<file path="src/rtl/sckp_pkg.sv">
package sckp_pkg;
   localparam int FIELD_W  = 8;
   localparam int SPR_W    = 4;
   localparam int EXP_W    = 3;
   localparam int LEG_W    = 5;
   localparam int LEG_BASE = 16;
   localparam int LEG_MIN  = 18;
   localparam int SPR_MIN  = 2;
   localparam int N_EXP    = 1 << EXP_W;
   // widest half-period: (2^SPR_W - 1) << (N_EXP - 2)
   localparam int HALF_W   = SPR_W + N_EXP - 2;

   typedef struct packed {
      logic               ext;
      logic [FIELD_W-1:0] field;
   } sckp_cfg_t;
endpackage

</file>
<file path="src/rtl/sckp_decode.sv">
module sckp_decode
   import sckp_pkg::*;
#(
   parameter int CNT_W = HALF_W
) (
   input  sckp_cfg_t        cfg,
   output logic [CNT_W-1:0] len_a,
   output logic [CNT_W-1:0] len_b,
   output logic             err
);
   generate
      if (CNT_W < HALF_W) begin : g_bad_width
         $error("sckp_decode: CNT_W too narrow for the largest half-period");
      end
   endgenerate

   logic [SPR_W-1:0] spr;
   logic [EXP_W-1:0] expo;
   logic [LEG_W-1:0] leg;
   logic [CNT_W-1:0] cand [N_EXP];

   // exponent bit 0 sits at bit 4, bits 2:1 at bits 7:6; bit 5 unused
   assign spr  = cfg.field[SPR_W-1:0];
   assign expo = {cfg.field[7:6], cfg.field[4]};
   assign leg  = cfg.field[LEG_W-1:0];

   // candidate equal halves for each exponent value (E >= 1)
   genvar e;
   generate
      for (e = 0; e < N_EXP; e++) begin : g_cand
         if (e == 0) begin : g_zero
            assign cand[e] = '0;
         end else begin : g_shift
            assign cand[e] = CNT_W'(spr) << (e - 1);
         end
      end
   endgenerate

   logic [CNT_W-1:0] spr_lo;
   assign spr_lo = CNT_W'(spr >> 1);

   always_comb begin
      if (cfg.ext) begin
         err = (spr < SPR_W'(SPR_MIN));
         if (expo == '0) begin
            len_a = spr_lo;
            len_b = CNT_W'(spr) - spr_lo;
         end else begin
            len_a = cand[expo];
            len_b = cand[expo];
         end
      end else begin
         err   = (leg < LEG_W'(LEG_MIN));
         len_a = CNT_W'(leg) - CNT_W'(LEG_BASE);
         len_b = CNT_W'(leg) - CNT_W'(LEG_BASE);
      end
   end
endmodule

</file>
<file path="src/rtl/sckp_phase_ctr.sv">
module sckp_phase_ctr #(
   parameter int CNT_W = 10
) (
   input  logic             clk,
   input  logic             rst_n,
   input  logic             run,
   input  logic             err,
   input  logic [CNT_W-1:0] len_a,
   input  logic [CNT_W-1:0] len_b,
   output logic             tick
);
   generate
      if (CNT_W < 2) begin : g_bad_cnt
         $error("sckp_phase_ctr: CNT_W must be at least 2");
      end
   endgenerate

   logic [CNT_W-1:0] cnt;
   logic             second;
   logic [CNT_W-1:0] len_now;
   logic             last;

   assign len_now = second ? len_b : len_a;
   assign last    = (cnt == len_now - CNT_W'(1));

   always_ff @(posedge clk or negedge rst_n) begin
      if (!rst_n) begin
         cnt    <= '0;
         second <= 1'b0;
         tick   <= 1'b0;
      end else if (!run || err) begin
         cnt    <= '0;
         second <= 1'b0;
         tick   <= 1'b0;
      end else if (last) begin
         cnt    <= '0;
         second <= ~second;
         tick   <= 1'b1;
      end else begin
         cnt    <= cnt + CNT_W'(1);
         tick   <= 1'b0;
      end
   end
endmodule

</file>
<file path="src/rtl/sck_prescaler.sv">
module sck_prescaler
   import sckp_pkg::*;
#(
   parameter int CNT_W = HALF_W
) (
   input  logic               clk,
   input  logic               rst_n,
   input  logic               ext_mode,
   input  logic [FIELD_W-1:0] presc,
   input  logic               run,
   output logic               tick,
   output logic               cfg_err
);
   sckp_cfg_t        cfg_q;
   logic [CNT_W-1:0] len_a;
   logic [CNT_W-1:0] len_b;

   // setting frozen for the whole of a run
   always_ff @(posedge clk or negedge rst_n) begin
      if (!rst_n)    cfg_q <= '0;
      else if (!run) cfg_q <= '{ext: ext_mode, field: presc};
   end

   sckp_decode #(.CNT_W(CNT_W)) u_dec (
      .cfg   (cfg_q),
      .len_a (len_a),
      .len_b (len_b),
      .err   (cfg_err)
   );

   sckp_phase_ctr #(.CNT_W(CNT_W)) u_ctr (
      .clk   (clk),
      .rst_n (rst_n),
      .run   (run),
      .err   (cfg_err),
      .len_a (len_a),
      .len_b (len_b),
      .tick  (tick)
   );
endmodule

</file>
<file path="config.mk">
export PLATFORM = sky130hd
export DESIGN_NAME = sck_prescaler
export DESIGN_NICKNAME = d
export VERILOG_FILES = /design/src/rtl/sckp_pkg.sv /design/src/rtl/sckp_decode.sv /design/src/rtl/sckp_phase_ctr.sv /design/src/rtl/sck_prescaler.sv
export SDC_FILE = /design/constraint.sdc
export NUM_CORES = 1
export LEC_CHECK = 0
export ABC_AREA = 0
export BUFFER_PORTS_ARGS = -buffer_cell sky130_fd_sc_hd__buf_4
export CORE_ASPECT_RATIO = 1.5
export CORE_MARGIN = 10
export CORE_UTILIZATION = 29
export CTS_CLUSTER_DIAMETER = 40
export DETAILED_ROUTE_END_ITERATION = 8
export GPL_TIMING_DRIVEN = 0
export PLACE_DENSITY_LB_ADDON = 0.2
export SLEW_MARGIN = 20
export SYNTH_ARGS = -nofsm -noshare
export SYNTH_HDL_FRONTEND = slang
export SYNTH_SLANG_ARGS = --single-unit
</file>
<file path="constraint.sdc">
create_clock -name clk -period 4.3 [get_ports clk]
set_input_delay 0.645 -clock clk [delete_from_list [all_inputs] [get_ports clk]]
set_output_delay 0.645 -clock clk [all_outputs]
set_load 0.05 [all_outputs]
</file>
Yosys cells after proc, flatten, opt, wreduce, memory -nomap -nowiden
Cells that the tools add are included.
{ "classes": {"n_mux": 15, "magnitude_cmp": 3, "n_reduce_logical": 4, "eq_ne": 1, "n_addsub": 4, "bitwise_logic": 2} }
{ "ops": {"columns": ["operator", "n"], "rows": [
  ["10-bit two-way mux", 9],
  ["10-bit binary-select mux with 3-bit select", 1],
  ["10-bit by 1-bit adder with 10-bit output (second input constant)", 1],
  ["10-bit equality test", 1],
  ["10-bit by 1-bit subtractor with 10-bit output (second input constant)", 1],
  ["5-bit by 5-bit subtractor with 6-bit output (second input constant)", 1],
  ["5-bit less-than comparator (second input constant)", 1],
  ["1-bit two-way mux", 5],
  ["4-bit by 3-bit subtractor with 5-bit output", 1],
  ["4-bit >= comparator (second input constant)", 1],
  ["4-bit by 2-bit less-than comparator with 1-bit output (second input constant)", 1],
  ["3-bit NOT with 4-bit output", 1],
  ["3-bit logical NOT", 1],
  ["2-bit nonzero test", 1],
  ["1-bit logical NOT", 1],
  ["1-bit logical OR", 1],
  ["1-bit NOT", 1]
]} }
{ "word_totals": {"register_bits": 21, "word_cells": 34, "output_inout_bits": 2, "in_bits": 12} }

Longest topological paths before layout
Gate-level depths: netlist (run 1).
{ "depth": {"depth_word": 11, "ltp_mapped": 16, "ltp_nobuf": 15} }

Hierarchy
A second synthesis (run 1) with hierarchy kept.
{ "hier_totals": {"hier_cells": 218, "area_unflattened_um2": 2033.2} }
{ "modules_own_cells": {"columns": ["mod", "instances", "seq_area_each_um2", "area_each_um2", "cells_each"], "rows": [
  ["sckp_phase_ctr", 1, 300.3, 1063.5, 108],
  ["sckp_decode", 1, 0.0, 598.1, 91],
  ["sck_prescaler", 1, 225.2, 371.6, 19]
]} }

Least setup slack after synthesis (run 1)
OpenSTA, ideal clock, no wires.
{ "synth_timing": {"kind": "register to register", "from": "register cfg_q[2] (netlist bit)", "to": "register u_ctr.cnt[2]", "n_path_buf": 2, "path_slack_ns": 0.952, "t_required_ns": 4.164, "synth_period_minus_slack_ns": 3.348, "t_arrival_ns": 3.212, "stages_incl_launch_ff": 16, "setup_time_ns": 0.136, "path_cell_list": "dfrtp_1 > clkbuf_1 > inv_1 > fa_1 > mux2i_1 > o21a_1 > ha_1 > inv_1 > a311oi_1 > nand4_1 > o311a_1 > nor3_1 > o211ai_1 > nor4_2 > buf_4 > nor3_1"} }
{ "synth_via": {"elab_chain_cells": 10, "elab_cells_between_ends": 18, "cone_classes": "3 x add/sub; 2 x order compare; 1 x eq/ne; 11 x mux; 1 x reduce/logical"} }
{ "synth_lines": {"columns": ["item", "line", "source"], "rows": [
  ["from (decl)", "sck_prescaler.sv:14", "sckp_cfg_t cfg_q;"],
  ["from (signal assigned)", "sck_prescaler.sv:21", "else if (!run) cfg_q <= '{ext: ext_mode, field: presc};"],
  ["10-bit binary-select mux with 3-bit select", "sckp_decode.sv:49, sckp_decode.sv:50", null],
  ["10-bit two-way mux (not written as such) (2 in a row)", "sckp_decode.sv:49, sckp_decode.sv:50", null],
  ["10-bit two-way mux", "sckp_decode.sv:45", "if (expo == '0) begin"],
  ["10-bit two-way mux", "sckp_decode.sv:43", "if (cfg.ext) begin"],
  ["10-bit two-way mux", "sckp_phase_ctr.sv:23", "assign len_now = second ? len_b : len_a;"],
  ["10-bit by 1-bit subtractor with 10-bit output", "sckp_phase_ctr.sv:24", "assign last = (cnt == len_now - CNT_W'(1));"],
  ["10-bit equality test", "sckp_phase_ctr.sv:24", null],
  ["10-bit two-way mux", "sckp_phase_ctr.sv:35", "end else if (last) begin"],
  ["10-bit two-way mux *", "sckp_phase_ctr.sv:31", "end else if (!run || err) begin"],
  ["to (signal assigned)", "sckp_phase_ctr.sv:40", "cnt <= cnt + CNT_W'(1);"],
  ["to (decl)", "sckp_phase_ctr.sv:18", "logic [CNT_W-1:0] cnt;"]
]} }
Every way passes the cells marked *; elsewhere a longest branch is shown, timed or not. The select of a mux whose other input is x is not followed.
A chain may end at the register's enable or synchronous reset.

Final worst setup path (run 1)
{ "layout_timing": {"from": "register cfg_q[0] (netlist bit)", "to": "register u_ctr.cnt[7]"} }
The elaborated chain is that of the path after synthesis.

==> run_results.csv, run 1 <==
group,metric,value,unit
run,cap_violations,0,
setup_path,path_buf_inv,5,
place,port_buffers,11,
place,dp_cells,315,
synthesis,async_flop_share,100,%
final_layout,final_area,0.00221,mm²
synthesis,synth_cell_type_count,62,
final_layout,fin_nets,267,
die,die_w,86.9,µm
setup_path,crit_family,"simple AND/OR/NAND/NOR gates",
pwr,peakVddDrop,0.158,mV
clock_network,cts_tree,"done",
place,gp_congestion,0.855,
timing,hold_viol,0,
timing,slew_viol_final,0,
route,ant_nets,0,
synthesis,synth_edf_count,0,
clock_network,path_clk_slew,0.08,ns
synthesis,netlist.area_leader.share,25.7,%
synthesis,postSynthAreaPerCell,8.55,µm²
die,core_area,0.00653,mm²
place,hpwlAfterDp,4260,µm
timing,timing.final.ws_setup,0.303,ns
timing,finalCritPeriodShare,93.0,%
global_route,grt_pass1_vias,1849,
route,vias,1771,
global_route,grt_max_degree,21,
setup_path,cp-start-kind,"flop",
setup_path,crit_arrival,4.13,ns
route,routed_wl,5300,µm
timing,rsz0062_at_grt,"false",
clock_network,cts_buffers,3,
die,rows,36,
die,io_pins,14,
synthesis,yosys.area.top_type,"dfrtp_1",
pwr,power_density,312,mW/mm²
die,floorplan.initialDensity,29.8,%
global_route,grt.total_usage,10.4,%
timing,fin_setup_tns,0,ns
global_route,gr-total-overflow,0,
setup_path,critPathCaptureType,"flop",
synthesis,yosysMostFrequentCell,"dfrtp_1",
global_route,grt_pass1_wl,9010,µm
route,wire_per_inst,16.5,µm
route,drc_errors,0,
timing,relSlewSlack,66.8,%
synthesis,synth-seq-area-share,25.7,%
setup_path,cp_cell_sequence,"inv_1, ha_1, inv_1, fa_1, mux2i_1, o21a_1, ha_1, inv_1, a311oi_1, nand4_1, buf_4, or2_2, mux2i_1, o221ai_1, nor4_2, buf_4, nor3_1",
route,post_drt_via_cell_ratio,5.52,
route,drt_first_iter_violations,92,
die,die-area,0.0105,mm²
die,die_h,120,µm
clock_network,cts_root_buf,"clkbuf_8",
final_layout,drive_above_1_share,19.6,%
timing,finClkSkew,0.00953,ns
clock_network,clock_path_buffers,2,
pwr,leakagePower,0.913,nW
timing,final-setup-viol-count,0,
final_layout,instances_no_fill,321,
synthesis,synth_ff_type,"dfrtp_1",
hold_path,min_path_type,"input port to async pin",
timing,fmax,0.250,GHz
synthesis,synth_nets,249,
global_route,antenna_found_initial,0,
setup_path,crit_path_max_fanout,10,
clock_network,clk_latency,0.27,ns
final_layout,fill_cells,668,
synthesis,synthTopCellsByCount,"dfrtp_1 (20), nand2_1 (18), inv_1 (14), nor3_1 (13)",
run_status,status,"finished, final reports clean",
setup_path,max_stage_delay,0.50,ns
final_layout,multiInputGateArea,0.00131,mm²
setup_path,required,4.43,ns
place,postPlaceCellArea,0.00213,mm²
setup_path,crit_slowest_cell,"dfrtp_1",
setup_path,worstSetupPathType,"flop to flop",
clock_network,cts.sinks,20,
timing,min_period,4.00,ns
synthesis,synth.area.top_cells,"dfrtp_1 (26%), mux2_2 (5.8%), ha_1 (5.1%), xor2_1 (4.5%), xnor2_1 (3.6%)",
final_layout,diodes,0,
setup_path,crit_path_frequent_cell,"inv_1",
synthesis,ys_warn_count,0,
final_layout,seq_area,500,µm²
final_layout,area_growth,13.6,%
timing,hold-worst-slack,0.239,ns
clock_network,cts_max_level,1,
synthesis,synth-seq-cells,20,
synthesis,synthCells,228,
synthesis,syn_area,0.00195,mm²
route,drtPass1Iterations,4,
place,dp_slack,0.0656,ns
timing,tightest_slew,0.499,ns
==> cell type report <==
| cell class | instances | area share, % |
|---|---|---|
| Multi-Input combinational cell | 178 | 59.2 |
| Buffer | 16 | 3.95 |
| Tap cell | 76 | 4.29 |
| Inverter | 14 | 2.37 |
| Clock inverter | 1 | 1.36 |
| Timing Repair Buffer | 13 | 4.41 |
| Clock buffer | 3 | 1.86 |
| Sequential cell | 20 | 22.6 |
==> cell families (layout without fill, tap and decap cells) <==
| kind of cell | count (synthesis) | count (layout) | synth area share, % |
|---|---|---|---|
| and+or+nand+nor | 82 | 82 | 23.8 |
| AOI/OAI and AO/OA | 53 | 53 | 20.3 |
| buffers and inverters | 30 | 47 | 7.12 |
| DFF | 20 | 20 | 25.7 |
| xor gates and xnor gates | 18 | 18 | 8.09 |
| muxes | 16 | 16 | 8.86 |
| adders and majority gates | 9 | 9 | 6.16 |
==> timing repair <==
action / CTS / global route
setup endpoints to repair: 0 / 12
hold buffers: 0 / 0
resized for setup: 0 / 2
setup buffers: 0 / 2
==> layer usage <==
| metal | up-vias | routed length (µm) | track usage (%) |
|---|---|---|---|
| met5 | - | 0 | 0 |
| met4 | 0 | 131 | 4.67 |
| met3 | 10 | 99 | 1.28 |
| met2 | 22 | 2890 | 19.3 |
| met1 | 856 | 2180 | 11.1 |
| li1 | 883 | - | - |
==> flip-flops by register name (all words and copies together) (netlist names) <==
register	cells
u_ctr.second	1
u_ctr.tick	1
u_ctr.cnt	10
cfg_q	8
==> where the power goes <==
group          internal [mW]  total, mW  switching (mW)
Sequential             0.197      0.207         0.00987
Combinational          0.120      0.291           0.171
Clock                  0.124      0.192          0.0680
==> stage by stage <==
step	util, %	power, mW
finish	33.9	0.691
global route	33.9	0.740
CTS	33.7	0.694
detailed placement	32.6	0.498
global placement	32.6	0.498
floorplan	-	0.425
==> path summary, 6_finish.rpt <==
path / startpoint / endpoint / slack [ns] / cells past startpoint
worst min register to register: u_ctr.cnt[0]$_DFF_PN0_ / u_ctr.cnt[0]$_DFF_PN0_ / 0.56 / 1
worst max register to register: cfg_q[0]$_DFFE_PN0N_ / u_ctr.cnt[7]$_DFF_PN0_ / 0.30 / 17
worst min-delay path: rst_n / cfg_q[3]$_DFFE_PN0N_ / 0.24 / 1
worst max-delay path: cfg_q[0]$_DFFE_PN0N_ / u_ctr.cnt[7]$_DFF_PN0_ / 0.30 / 17
max in group asynchronous: rst_n / u_ctr.cnt[8]$_DFF_PN0_ / 3.84 / 1
min in group clk: u_ctr.cnt[0]$_DFF_PN0_ / u_ctr.cnt[0]$_DFF_PN0_ / 0.56 / 1
==> layout by cell type (no fill, tap or decap), types with 9 or more instances in the layout <==
cell type,synthesis,routed
buf_4,1,14
dfrtp_1,20,20
mux2_2,10,10
nand3_1,9,9
nand2_1,18,18
inv_1,14,14
nor3_1,13,13
xor2_1,10,10
Note: power is estimated with default switching activity, not from simulation.
==> inputs of run 2 (changes only) <==
--- a/config.mk
+++ b/config.mk
@@ -17,4 +17,5 @@
 export SLEW_MARGIN = 20
 export SYNTH_ARGS = -nofsm -noshare
 export SYNTH_HDL_FRONTEND = slang
+export SYNTH_HIERARCHICAL = 1
 export SYNTH_SLANG_ARGS = --single-unit
==> run 2 against run 1 <==
Effect of this change: synthesized area up 2.2%; clock power down 26%; global-route usage down 0.55 points; critical endpoint is now u_ctr/second$_DFFE_PN0P_.
==> run_results.csv, run 2 <==
group,metric,value,unit
pwr,leakagePower,0.945,nW
clock_network,cts_resized,0,
synthesis,ys_warn_count,6,
final_layout,largest_reg_flops,10,
final_layout,diodes,0,
synthesis,syn_area,0.00199,mm²
clock_network,cts_buffers,3,
pwr,peakVddDrop,0.181,mV
final_layout,top_register,"u_ctr/cnt",
timing,final-setup-viol-count,0,
clock_network,cts_max_level,1,
timing,hold-worst-slack,0.252,ns
global_route,grt_pass1_wl,8510,µm
timing,fmax,0.259,GHz
run_status,status,"finished, final reports clean",
setup_path,crit_path_max_fanout,9,
timing,hold_viol,0,
timing,finClkSkew,0.00309,ns
setup_path,crit_family,"compound AO/OA/AOI/OAI gates",
die,die_h,122,µm
clock_network,cts-hold-fix-buffers,0,
final_layout,mostFrequentLayoutCell,"dfrtp_1",
setup_path,cp_cell_sequence,"inv_1, ha_1, inv_1, a21oi_1, xnor2_1, a21o_1, or4b_1, a211oi_1, xnor2_1, o2111ai_1, a2111oi_2, mux2_1",
final_layout,layout_common_cells,"dfrtp_1 (20), nor3_1 (14), xnor2_1 (13), buf_4 (12), a21oi_1 (12)",
timing,tightest_slew,0.508,ns
setup_path,max_stage_delay,0.58,ns
timing,min_period,3.86,ns
final_layout,seq_area,500,µm²
place,postPlaceCellArea,0.00218,mm²
global_route,grt_pass1_vias,1665,
clock_network,clock_path_buffers,2,
final_layout,reg.largest.list,"u_ctr/cnt (10), cfg_q (8)",
clock_network,path_clk_slew,0.07,ns
route,post_drt_via_cell_ratio,5.26,
route,drc_errors,0,
clock_network,cts_root_buf,"clkbuf_8",
route,ant_nets,0,
setup_path,required,4.44,ns
die,die-area,0.0107,mm²
hold_path,min_path_type,"input port to async pin",
die,core_area,0.00676,mm²
die,io_pins,14,
pwr,power_density,287,mW/mm²
place,gp_congestion,0.804,
synthesis,postSynthAreaPerCell,9.23,µm²
final_layout,fill_cells,735,
die,rows,37,
run,cap_violations,0,
synthesis,synthCells,216,
setup_path,cp-start-kind,"flop",
global_route,antenna_found_initial,0,
synthesis,synth_nets,237,
setup_path,path_buf_inv,2,
setup_path,crit_slowest_cell,"or4b_1",
route,routed_wl,4850,µm
final_layout,fin_nets,254,
final_layout,area_growth,12.2,%
timing,relSlewSlack,66.1,%
final_layout,drive_above_1_share,21.6,%
timing,rsz0062_at_grt,"false",
route,drt_first_iter_violations,96,
clock_network,cts_setup_buffers,0,
timing,finalCritPeriodShare,89.7,%
global_route,grt.total_usage,9.84,%
setup_path,crit_arrival,4.00,ns
place,port_buffers,12,
final_layout,multiInputGateArea,0.00138,mm²
die,floorplan.initialDensity,29.5,%
setup_path,worstSetupPathType,"flop to flop",
clock_network,cts_tree,"done",
die,die_w,87.7,µm
clock_network,clk_latency,0.26,ns
final_layout,final_area,0.00224,mm²
place,hpwlAfterDp,3860,µm
timing,slew_viol_final,0,
timing,fin_setup_tns,0,ns
global_route,grt_max_degree,21,
clock_network,cts.sinks,20,
global_route,gr-total-overflow,0,
setup_path,critPathCaptureType,"flop",
route,vias,1631,
route,wire_per_inst,15.6,µm
route,drtPass1Iterations,4,
==> run 2: area by class of cell <==
type / count / area share (%)
timing repair buffer: 12 / 4.03
sequential: 20 / 22.4
buffer: 10 / 3.02
clock buffer: 4 / 2.46
multi-input combinational: 175 / 61.9
inverter: 11 / 1.85
tap: 78 / 4.36
==> run 2: routing by layer <==
metal	global-route usage [%]	wire length [µm]	part of all wire (%)
met2	17.4	2570	53
met1	11.8	2100	43
met4	3.60	87	1.8
met3	1.07	98	2.0
met5	0	0	0
==> run 2: path summary, 6_finish.rpt <==
path / start / to / slack (ns) / cells after the start
worst max-delay path: cfg_q[2]$_DFFE_PN0N_ / u_ctr/second$_DFFE_PN0P_ / 0.44 / 12
worst min-delay path: rst_n / cfg_q[1]$_DFFE_PN0N_ / 0.25 / 1
worst max register to register: cfg_q[2]$_DFFE_PN0N_ / u_ctr/second$_DFFE_PN0P_ / 0.44 / 12
worst min register to register: cfg_q[4]$_DFFE_PN0N_ / cfg_q[4]$_DFFE_PN0N_ / 0.51 / 1
max in group asynchronous: rst_n / u_ctr/cnt[9]$_DFF_PN0_ / 3.84 / 1
min in group clk: cfg_q[4]$_DFFE_PN0N_ / cfg_q[4]$_DFFE_PN0N_ / 0.51 / 1
==> run 2: power by group <==
part / internal, mW / switching (mW)
sequential: 0.198 / 0.0209
clock: 0.0814 / 0.0601
combinational: 0.121 / 0.159
==> run 2: through the flow <==
| step | worst slack [ns] | power (mW) | util [%] | instances |
|---|---|---|---|---|
| detailed placement | 0.441 | 0.505 | 32.3 | 306 |
| finish | 0.444 | 0.641 | 33.1 | 310 |
| global placement | 0.408 | 0.504 | 32.3 | 306 |
| CTS | 0.403 | 0.655 | 33.1 | 310 |
| floorplan | 0.988 | 0.434 | - | 216 |
| global route | 0.146 | 0.694 | 33.1 | 310 |
==> inputs of run 3 (changes only) <==
--- a/config.mk
+++ b/config.mk
@@ -10,7 +10,6 @@
 export CORE_ASPECT_RATIO = 1.5
 export CORE_MARGIN = 10
 export CORE_UTILIZATION = 29
-export CTS_CLUSTER_DIAMETER = 40
 export DETAILED_ROUTE_END_ITERATION = 8
 export GPL_TIMING_DRIVEN = 0
 export PLACE_DENSITY_LB_ADDON = 0.2
==> constraint.sdc (replaced) <==
create_clock -name clk -period 3.7 [get_ports clk]
set_input_delay 0.555 -clock clk [delete_from_list [all_inputs] [get_ports clk]]
set_output_delay 0.555 -clock clk [all_outputs]
set_load 0.05 [all_outputs]
==> run 3 against run 2 <==
Effect of this change: flip-flop and latch count unchanged; via count grew 2.3%; combinational power grew 35%; largest cell class unchanged.
==> run_results.csv, run 3 (synthesis gave the netlist of run 2 again) <==
group,metric,value,unit
run_status,status,"finished, final reports clean",
timing,hold_viol,0,
setup_path,required,3.84,ns
die,die-area,0.0107,mm²
pwr,seqPwrFrac,31.6,%
clock_network,cts.sinks,20,
pwr,switchingPower,301,µW
final_layout,area_growth,19.6,%
route,drt_first_iter_violations,88,
setup_path,worstSetupPathType,"flop to flop",
timing,finClkSkew,0.00333,ns
die,die_w,87.7,µm
global_route,antenna_found_initial,0,
final_layout,largest_reg_flops,10,
clock_network,cts_tree,"done",
route,drc_errors,0,
place,gp_congestion,0.804,
timing,relSlewSlack,65.5,%
place,dp_cells,306,
final_layout,diodes,0,
die,floorplan.initialDensity,29.5,%
global_route,grt_pass1_vias,1678,
final_layout,layout_common_cells,"buf_4 (22), dfrtp_1 (16), nor3_1 (14), xnor2_1 (13), a21oi_1 (12)",
final_layout,drive_above_1_share,29.3,%
final_layout,mostFrequentLayoutCell,"buf_4",
global_route,grt_max_degree,21,
route,wire_per_inst,15.5,µm
die,io_pins,14,
pwr,netSwitchingFraction,38.0,%
timing,finalCritPeriodShare,95.1,%
route,vias,1669,
place,postPlaceCellArea,0.00218,mm²
clock_network,clock_path_buffers,2,
pwr,power_density,333,mW/mm²
pwr,comb_power_share,47.6,%
clock_network,clk_latency,0.26,ns
global_route,gr-total-overflow,0,
timing,slew_viol_final,0,
timing,min_period,3.52,ns
setup_path,cp_cell_sequence,"inv_2, ha_1, o21bai_1, a21oi_1, xnor2_1, a21o_1, or4b_4, o22ai_4, and4bb_2, o31ai_4, a2111oi_4, mux2_1",
pwr,intPower,492,µW
clock_network,cts_root_buf,"clkbuf_8",
clock_network,cts_buffers,3,
setup_path,critPathCaptureType,"flop",
timing,fmax,0.284,GHz
pwr,leakagePower,0.996,nW
setup_path,crit_path_max_fanout,7,
timing,tightest_slew,0.517,ns
run,cap_violations,0,
route,drtPass1Iterations,4,
pwr,pwr-share-clk,20.7,%
setup_path,max_stage_delay,0.58,ns
final_layout,instances_no_fill,320,
global_route,grt_pass1_wl,8530,µm
setup_path,cp-start-kind,"flop",
route,ant_nets,0,
final_layout,fill_cells,727,
setup_path,path_buf_inv,1,
place,port_buffers,12,
setup_path,crit_arrival,3.66,ns
die,die_h,122,µm
final_layout,fin_nets,264,
clock_network,cts-hold-fix-buffers,0,
final_layout,final_area,0.00238,mm²
setup_path,crit_slowest_cell,"or4b_4",
final_layout,final_util,35.3,%
pwr,peakVddDrop,0.214,mV
final_layout,reg.largest.list,"u_ctr/cnt (10), cfg_q (8)",
hold_path,min_path_type,"input port to async pin",
global_route,grt.total_usage,9.86,%
setup_path,crit_family,"compound AO/OA/AOI/OAI gates",
route,routed_wl,4960,µm
timing,rsz0062_at_grt,"false",
die,rows,37,
clock_network,path_clk_slew,0.07,ns
route,post_drt_via_cell_ratio,5.22,
timing,final-setup-viol-count,0,
die,core_area,0.00676,mm²
place,hpwlAfterDp,3860,µm
clock_network,cts_max_level,1,
final_layout,top_register,"u_ctr/cnt",
## run 3: cell types whose count changed in the layout (fill, tap and decap cells not counted), sizes merged
| cell | previous run | this run |
|---|---|---|
| buf | 21 | 31 |
## run 3: cell type report
cell class	instances	area, µm²	share of cell area [%]
timing repair buffer	22	165	6.93
clock buffer	4	55.1	2.31
tap	78	97.6	4.09
sequential	20	505	21.2
buffer	10	67.6	2.83
inverter	11	41.3	1.73
multi-input combinational	175	1450	60.9
## run 3: power groups by stage
stage | clock network [mW] | logic [mW] | registers (mW)
after floorplan | 0 | 0.255 | 0.250
after global placement | 0 | 0.327 | 0.258
after detailed placement | 0 | 0.329 | 0.258
after CTS | 0.177 | 0.342 | 0.253
after global routing | 0.183 | 0.422 | 0.253
final | 0.164 | 0.378 | 0.251
## run 3: final timing paths
path | slack (ns) | cells after the start | to | from
max | 0.18 | 12 | u_ctr/second$_DFFE_PN0P_ | cfg_q[2]$_DFFE_PN0N_
min | 0.16 | 1 | cfg_q[8]$_DFFE_PN0N_ | rst_n
max reg2reg | 0.18 | 12 | u_ctr/second$_DFFE_PN0P_ | cfg_q[2]$_DFFE_PN0N_
min reg2reg | 0.51 | 1 | cfg_q[4]$_DFFE_PN0N_ | cfg_q[4]$_DFFE_PN0N_
max in group asynchronous | 3.31 | 1 | cfg_q[2]$_DFFE_PN0N_ | rst_n
min in group clk | 0.51 | 1 | cfg_q[4]$_DFFE_PN0N_ | cfg_q[4]$_DFFE_PN0N_
## run 3: metrics by stage
stage	setup WS [ns]	power, mW	setup TNS, ns	hold WS (ns)
2_1_floorplan	0.388	0.505	0	0.259
3_3_place_gp	-0.192	0.585	-2.10	0.448
3_5_place_dp	-0.159	0.587	-1.63	0.451
4_1_cts	0.0111	0.772	0	0.164
5_1_grt	0.00780	0.858	0	0.166
6_report	0.181	0.793	0	0.163
## run 3: per-layer routing
metal / track usage (%) / part of all wire, % / vias to the layer above
met5: 0 / 0 / -
li1: - / - / 841
met4: 3.60 / 1.7 / 0
met2: 17.5 / 54 / 21
met3: 1.07 / 1.8 / 6
met1: 11.7 / 42 / 801
## run 3: repair_timing
item,CTS,global route
endpoints found under the hold margin,0,0
pin swaps,1,4
setup buffers,3,7
gates resized for setup,7,10
setup endpoints to repair,12,12
